`config.mk`:
```
export PLATFORM = sky130hd
export DESIGN_NAME = addr_route_lookup
export DESIGN_NICKNAME = d
export VERILOG_FILES = /design/src/rtl/addr_route_pkg.sv /design/src/rtl/route_cfg_bank.sv /design/src/rtl/route_dec_match.sv /design/src/rtl/route_first_pick.sv /design/src/rtl/addr_route_lookup.sv
export SDC_FILE = /design/constraint.sdc
export NUM_CORES = 2
export LEC_CHECK = 0
export BUFFER_PORTS_ARGS = -buffer_cell sky130_fd_sc_hd__clkbuf_2
export CORE_MARGIN = 5
export CORE_UTILIZATION = 55
export CTS_CLUSTER_SIZE = 16
export DETAILED_ROUTE_END_ITERATION = 12
export GPL_TIMING_DRIVEN = 1
export MAX_ROUTING_LAYER = met4
export PLACE_DENSITY_LB_ADDON = 0.15
export SYNTH_ARGS = -nofsm -noshare
export SYNTH_HDL_FRONTEND = slang
export SYNTH_HIERARCHICAL = 1
export SYNTH_SLANG_ARGS = --single-unit
```
`constraint.sdc`:
```
create_clock -name clk -period 7.25 [get_ports clk]
set_input_delay 1.0875 -clock clk [delete_from_list [all_inputs] [get_ports clk]]
set_output_delay 1.0875 -clock clk [all_outputs]
set_load 0.02 [all_outputs]
```
`src/rtl/addr_route_pkg.sv`:
```
package addr_route_pkg;

   localparam int DW        = 32;
   localparam int HPA_W     = 64;
   localparam int PORT_W    = 8;
   localparam int WORDS_PER = 8;

   // word offsets inside one decoder block
   localparam logic [2:0] OFS_BASE_LO = 3'd0;
   localparam logic [2:0] OFS_BASE_HI = 3'd1;
   localparam logic [2:0] OFS_SIZE_LO = 3'd2;
   localparam logic [2:0] OFS_SIZE_HI = 3'd3;
   localparam logic [2:0] OFS_CTRL    = 3'd4;
   localparam logic [2:0] OFS_TGT_LO  = 3'd5;
   localparam logic [2:0] OFS_TGT_HI  = 3'd6;

   // control word bit positions
   localparam int CTRL_COMMIT = 8;

   typedef struct packed {
      logic [31:0] base_hi;
      logic [3:0]  base_top;
      logic [31:0] size_hi;
      logic [3:0]  size_top;
      logic [3:0]  gran;
      logic [1:0]  ways;
      logic        commit;
      logic [31:0] tgt_lo;
      logic [31:0] tgt_hi;
   } dec_cfg_t;

endpackage

```
`src/rtl/route_cfg_bank.sv`:
```
module route_cfg_bank
   import addr_route_pkg::*;
#(
   parameter int NUM_DEC = 4,
   parameter int CFG_AW  = 6
) (
   input  logic              clk,
   input  logic              rst_n,
   input  logic              we,
   input  logic [CFG_AW-1:0] addr,
   input  logic [DW-1:0]     wdata,
   output logic [DW-1:0]     rdata,
   output logic [3:0]        cnt_code,
   output dec_cfg_t          cfg [NUM_DEC]
);

   localparam int BLK_W = CFG_AW - 3;

   logic [BLK_W-1:0] blk;
   logic [2:0]       ofs;

   assign blk = addr[CFG_AW-1:3];
   assign ofs = addr[2:0];

   always_ff @(posedge clk or negedge rst_n) begin
      if (!rst_n)
         cnt_code <= '0;
      else if (we && addr == '0)
         cnt_code <= wdata[3:0];
   end

   for (genvar i = 0; i < NUM_DEC; i++) begin : g_dec
      logic sel;
      logic locked;

      assign sel    = we && (blk == BLK_W'(i + 1));
      assign locked = cfg[i].commit;

      always_ff @(posedge clk or negedge rst_n) begin
         if (!rst_n) begin
            cfg[i] <= '0;
         end else if (sel) begin
            case (ofs)
               OFS_CTRL: begin
                  cfg[i].gran   <= wdata[3:0];
                  cfg[i].ways   <= wdata[5:4];
                  cfg[i].commit <= wdata[CTRL_COMMIT];
               end
               OFS_BASE_LO: if (!locked) cfg[i].base_top <= wdata[31:28];
               OFS_BASE_HI: if (!locked) cfg[i].base_hi  <= wdata;
               OFS_SIZE_LO: if (!locked) cfg[i].size_top <= wdata[31:28];
               OFS_SIZE_HI: if (!locked) cfg[i].size_hi  <= wdata;
               OFS_TGT_LO:  if (!locked) cfg[i].tgt_lo   <= wdata;
               OFS_TGT_HI:  if (!locked) cfg[i].tgt_hi   <= wdata;
               default: ;
            endcase
         end
      end
   end

   always_comb begin
      rdata = '0;
      if (addr == '0)
         rdata = {28'b0, cnt_code};
      for (int i = 0; i < NUM_DEC; i++) begin
         if (blk == BLK_W'(i + 1)) begin
            case (ofs)
               OFS_BASE_LO: rdata = {cfg[i].base_top, 28'b0};
               OFS_BASE_HI: rdata = cfg[i].base_hi;
               OFS_SIZE_LO: rdata = {cfg[i].size_top, 28'b0};
               OFS_SIZE_HI: rdata = cfg[i].size_hi;
               OFS_CTRL:    rdata = {23'b0, cfg[i].commit, 2'b0, cfg[i].ways, cfg[i].gran};
               OFS_TGT_LO:  rdata = cfg[i].tgt_lo;
               OFS_TGT_HI:  rdata = cfg[i].tgt_hi;
               default:     rdata = '0;
            endcase
         end
      end
   end

endmodule

```
`src/rtl/route_dec_match.sv`:
```
module route_dec_match
   import addr_route_pkg::*;
(
   input  dec_cfg_t          cfg,
   input  logic              enable,
   input  logic [HPA_W-1:0]  hpa,
   output logic              hit,
   output logic              committed,
   output logic [PORT_W-1:0] port
);

   logic [HPA_W-1:0] base;
   logic [HPA_W-1:0] size;
   logic [HPA_W:0]   limit;
   logic [HPA_W-1:0] shifted;
   logic [3:0]       way_mask;
   logic [2:0]       idx;

   assign base  = {cfg.base_hi, cfg.base_top, 28'b0};
   assign size  = {cfg.size_hi, cfg.size_top, 28'b0};
   assign limit = {1'b0, base} + {1'b0, size};

   assign hit       = enable && (hpa >= base) && ({1'b0, hpa} < limit);
   assign committed = cfg.commit;

   assign shifted  = hpa >> (5'd8 + {1'b0, cfg.gran});
   assign way_mask = (4'd1 << cfg.ways) - 4'd1;
   assign idx      = shifted[2:0] & way_mask[2:0];

   assign port = idx[2] ? cfg.tgt_hi[{idx[1:0], 3'b000} +: PORT_W]
                        : cfg.tgt_lo[{idx[1:0], 3'b000} +: PORT_W];

endmodule

```
`src/rtl/route_first_pick.sv`:
```
module route_first_pick
   import addr_route_pkg::*;
#(
   parameter int NUM_DEC = 4
) (
   input  logic [NUM_DEC-1:0] hit,
   input  logic [NUM_DEC-1:0] committed,
   input  logic [PORT_W-1:0]  port [NUM_DEC],
   output logic               found,
   output logic [PORT_W-1:0]  sel_port
);

   always_comb begin
      found    = 1'b0;
      sel_port = '0;
      // walk downward so the lowest matching index is applied last
      for (int i = NUM_DEC - 1; i >= 0; i--) begin
         if (hit[i]) begin
            found    = committed[i];
            sel_port = committed[i] ? port[i] : '0;
         end
      end
   end

endmodule

```
`src/rtl/addr_route_lookup.sv`:
```
module addr_route_lookup
   import addr_route_pkg::*;
#(
   parameter int NUM_DEC = 4,
   localparam int CFG_AW = $clog2(WORDS_PER * (NUM_DEC + 1))
) (
   input  logic              clk,
   input  logic              rst_n,
   input  logic              cfg_we,
   input  logic [CFG_AW-1:0] cfg_addr,
   input  logic [31:0]       cfg_wdata,
   output logic [31:0]       cfg_rdata,
   input  logic              lk_valid,
   input  logic [63:0]       lk_addr,
   output logic              rs_valid,
   output logic              rs_found,
   output logic [7:0]        rs_port
);

   if (NUM_DEC < 1 || NUM_DEC > 16) begin : g_bad_count
      $error("NUM_DEC must lie in 1..16");
   end

   dec_cfg_t          cfg [NUM_DEC];
   logic [3:0]        cnt_code;
   logic [5:0]        active;
   logic [5:0]        doubled;

   logic [NUM_DEC-1:0] m_hit, m_commit;
   logic [PORT_W-1:0]  m_port [NUM_DEC];

   logic               s1_valid;
   logic [NUM_DEC-1:0] s1_hit, s1_commit;
   logic [PORT_W-1:0]  s1_port [NUM_DEC];

   logic               pick_found;
   logic [PORT_W-1:0]  pick_port;

   route_cfg_bank #(.NUM_DEC(NUM_DEC), .CFG_AW(CFG_AW)) bank_i (
      .clk      (clk),
      .rst_n    (rst_n),
      .we       (cfg_we),
      .addr     (cfg_addr),
      .wdata    (cfg_wdata),
      .rdata    (cfg_rdata),
      .cnt_code (cnt_code),
      .cfg      (cfg)
   );

   assign doubled = {1'b0, cnt_code, 1'b0};
   assign active  = (cnt_code == 4'd0)      ? 6'd1 :
                    (doubled > 6'(NUM_DEC)) ? 6'(NUM_DEC) : doubled;

   for (genvar i = 0; i < NUM_DEC; i++) begin : g_match
      route_dec_match match_i (
         .cfg       (cfg[i]),
         .enable    (6'(i) < active),
         .hpa       (lk_addr),
         .hit       (m_hit[i]),
         .committed (m_commit[i]),
         .port      (m_port[i])
      );
   end

   // stage 1: per-decoder compare results
   always_ff @(posedge clk or negedge rst_n) begin
      if (!rst_n) begin
         s1_valid  <= 1'b0;
         s1_hit    <= '0;
         s1_commit <= '0;
         for (int i = 0; i < NUM_DEC; i++) s1_port[i] <= '0;
      end else begin
         s1_valid  <= lk_valid;
         s1_hit    <= m_hit;
         s1_commit <= m_commit;
         for (int i = 0; i < NUM_DEC; i++) s1_port[i] <= m_port[i];
      end
   end

   route_first_pick #(.NUM_DEC(NUM_DEC)) pick_i (
      .hit       (s1_hit),
      .committed (s1_commit),
      .port      (s1_port),
      .found     (pick_found),
      .sel_port  (pick_port)
   );

   // stage 2: registered result
   always_ff @(posedge clk or negedge rst_n) begin
      if (!rst_n) begin
         rs_valid <= 1'b0;
         rs_found <= 1'b0;
         rs_port  <= '0;
      end else begin
         rs_valid <= s1_valid;
         rs_found <= s1_valid && pick_found;
         rs_port  <= (s1_valid && pick_found) ? pick_port : '0;
      end
   end

endmodule

```
==> metrics.cfg <==
[sta]
fmax_mhz = 174
layout_setup_ws_ns = 1.51
slew_headroom = 0.135
finalMaxSlewViolations = 0
finalSetupViolCount = 0
period_needed_ns = 5.74
hold_violations = 0
fin_crit_sh = 0.791
finalSetupTns_ns = 0
max_slew.worst_pin.slew_ns = 1.29
grt_setup_unrepaired = no
finClkSkew_ns = 0.0274

[pwr]
clockPowerShare = 0.307
switching_power_mw = 4.67
total_leakage_power_nw = 23.8
pwr_density_cell_nw_per_um2 = 249
seqPwrFrac = 0.377
p_comb_frac = 0.315
ir_drop_v = 0.000276
swShare = 0.371
intPower_mw = 7.92

[logic_synthesis]
syn_inst = 4368
async_reset_ff_frac = 1.00
synth_area_per_cell_um2 = 10.7
synth_warnings = 6
synth.ff_latch_count = 627
syn_nets = 4906
synth_edf_count = 0
synth.cell_area_um2 = 46700
yosysSeqAreaShare = 0.336
synth_top_flop_cell = dfrtp_1
yosys.cell_types.count = 106

[global_routing]
antenna_found_initial = 9
grt_overflow = 0
grt_pass1_wl_um = 278000
grtUsageTotal = 0.435
grt_pass1_vias = 37900
grt_max_degree = 161

[floorplanning]
dieWidth_um = 301
core_um2 = 84000
num_rows = 106
io_pins = 148
initial_core_util = 0.556
die_h_um = 301
fp.dieArea_um2 = 90900

[worst_setup_path]
rr_worst_depth = 16
crit_path_end_kind = flip-flop
crit_fanout = 4
critPathArrivalTime_ns = 6.20
worst-setup-path-type = reg -> reg
r2r_slack_ns = 1.51
cp-start-kind = flip-flop
rr_endpoint = s1_hit[3]
cp.required_ns = 7.72
reg2reg_from = bank_i/cfg[89]

[placed_design]
place_ws_ns = 1.64
gp_congestion = 1.05
place_area_um2 = 48100
io_buffers = 147
dp_cells = 5460
dp_hpwl_um = 146000

[run]
maxCapViolations = 0

[cells_and_area]
fillers = 7166
ff_latch_area_um2 = 15700
area_growth_pct = 8.38
drive_above_1_share = 0.238
design_area_um2 = 50600
layout_common_cells = dfrtp_1, mux2_2, ha_1, a21oi_1, inv_1
mostFrequentLayoutCell = dfrtp_1
final_core_util = 0.603
final_cells = 5595
final_nets = 4938
multi_input_area_um2 = 28900

[clocking]
cts_resized = 0
clk_latency_ns = 0.64
cts_buffers = 72
hold_buffers = 0
root_buffer = clkbuf_16
cts_tree = done
cts_sinks = 627
clk_pin_slew_ns = 0.06
htreeDepth = 3
post_cts_buffers = 0
max-clock-path-buffers = 3

[routing]
avgViaCountPerCell = 7.10
drc = 0
ant_nets = 0
drt-total-wl_um = 196000
wl_per_cell_um = 34.9
firstDrtPassIters = 6
vias = 39700
first_iter_violations = 5044

[outcome]
outcome = finished clean

[min_path]
hold_class = in -> async

-- cell type report --
type	count	area share
Multi-Input combinational cell	3281	0.572
Sequential cell	627	0.310
Clock buffer	104	0.0423
Tap cell	1134	0.0280
Timing Repair Buffer	208	0.0257
Inverter	210	0.0156
Clock inverter	26	0.00662
Antenna cell	5	0.000247
-- kinds of logic (layout without fill, tap and decap cells) --
logic type / Yosys count / in the layout / synth area share
compound gates: 1131 / 1131 / 0.166
xor+xnor: 117 / 117 / 0.0219
fa+ha+maj: 432 / 432 / 0.116
buf+inv: 460 / 548 / 0.0465
flops: 627 / 627 / 0.336
mux: 866 / 866 / 0.232
other cells: 1 / 6 / 0.0000803
simple gates: 734 / 734 / 0.0812
-- power groups by stage --
stage	sequential (mW)	combinational, mW	clock [mW]
after CTS	4.70	3.86	3.88
after global routing	4.77	4.28	4.03
final	4.75	3.97	3.87
after detailed placement	4.76	3.83	0
after global placement	4.75	3.79	0
after floorplan	4.33	2.70	0
-- worst max-delay path, cell delays in order (launching register included) --
cell	delay, ns
dfrtp_1	0.42
ha_1	0.46
inv_1	0.35
nor2_1	0.11
a221oi_1	0.91
nand3_1	0.49
a21oi_1	0.34
o21ai_0	0.13
xnor2_1	0.15
ha_1	0.28
nand4_1	0.12
nor3_1	0.44
o31ai_1	0.33
nor3_1	0.58
a2111oi_0	0.16
o211ai_1	0.14
a41oi_1	0.15
-- stage by stage --
step                      total power [mW]  hold slack [ns]
after floorplan                       7.03            0.450
after global placement                8.54            0.495
after detailed placement              8.59            0.505
after CTS                             12.4            0.518
after global routing                  13.1            0.545
final                                 12.6            0.486
-- layer usage --
metal  vias up  GRT usage  wire length [um]
met4         0      0.215             12600
met5         -          -                 0
li1      16700          -                 -
met2      2452      0.613             82000
met3       487      0.107             21900
met1     20100      0.586             79100
-- worst max-delay path by stage --
stage	slack (ns)	to	from
after CTS	1.64	s1_hit[3]	bank_i/cfg[125]
after global placement	1.61	s1_hit[3]	bank_i/cfg[89]
after floorplan	3.07	cfg_rdata[5]	cfg_addr[0]
after detailed placement	1.64	s1_hit[3]	bank_i/cfg[125]
after global routing	1.60	s1_hit[3]	bank_i/cfg[125]
final	1.51	s1_hit[3]	bank_i/cfg[89]
-- sequential cells by signal, summed over array words and instances, names as in the netlist --
name	count
rs_valid	1
bank_i/g_dec.locked	4
s1_port	32
s1_commit	4
rs_found	1
bank_i/cnt_code	4
rs_port	8
bank_i/cfg	568
s1_hit	4
s1_valid	1
-- synth_stat cells (all sizes together) (58+ instances only) --
cell,instances,area share
mux2,660,0.16
dfrtp,627,0.34
ha,428,0.11
a21oi,292,0.031
inv,210,0.017
o21ai,207,0.023
nand2,203,0.017
buf,161,0.022
nor2,143,0.012
a21o,127,0.020
mux2i,115,0.025
mux4,91,0.048
clkbuf,89,0.0080
nand4,73,0.0098
nand3,68,0.0075
xnor2,59,0.011
xor2,58,0.011
No activity file was read; power rests on OpenSTA's default activity.
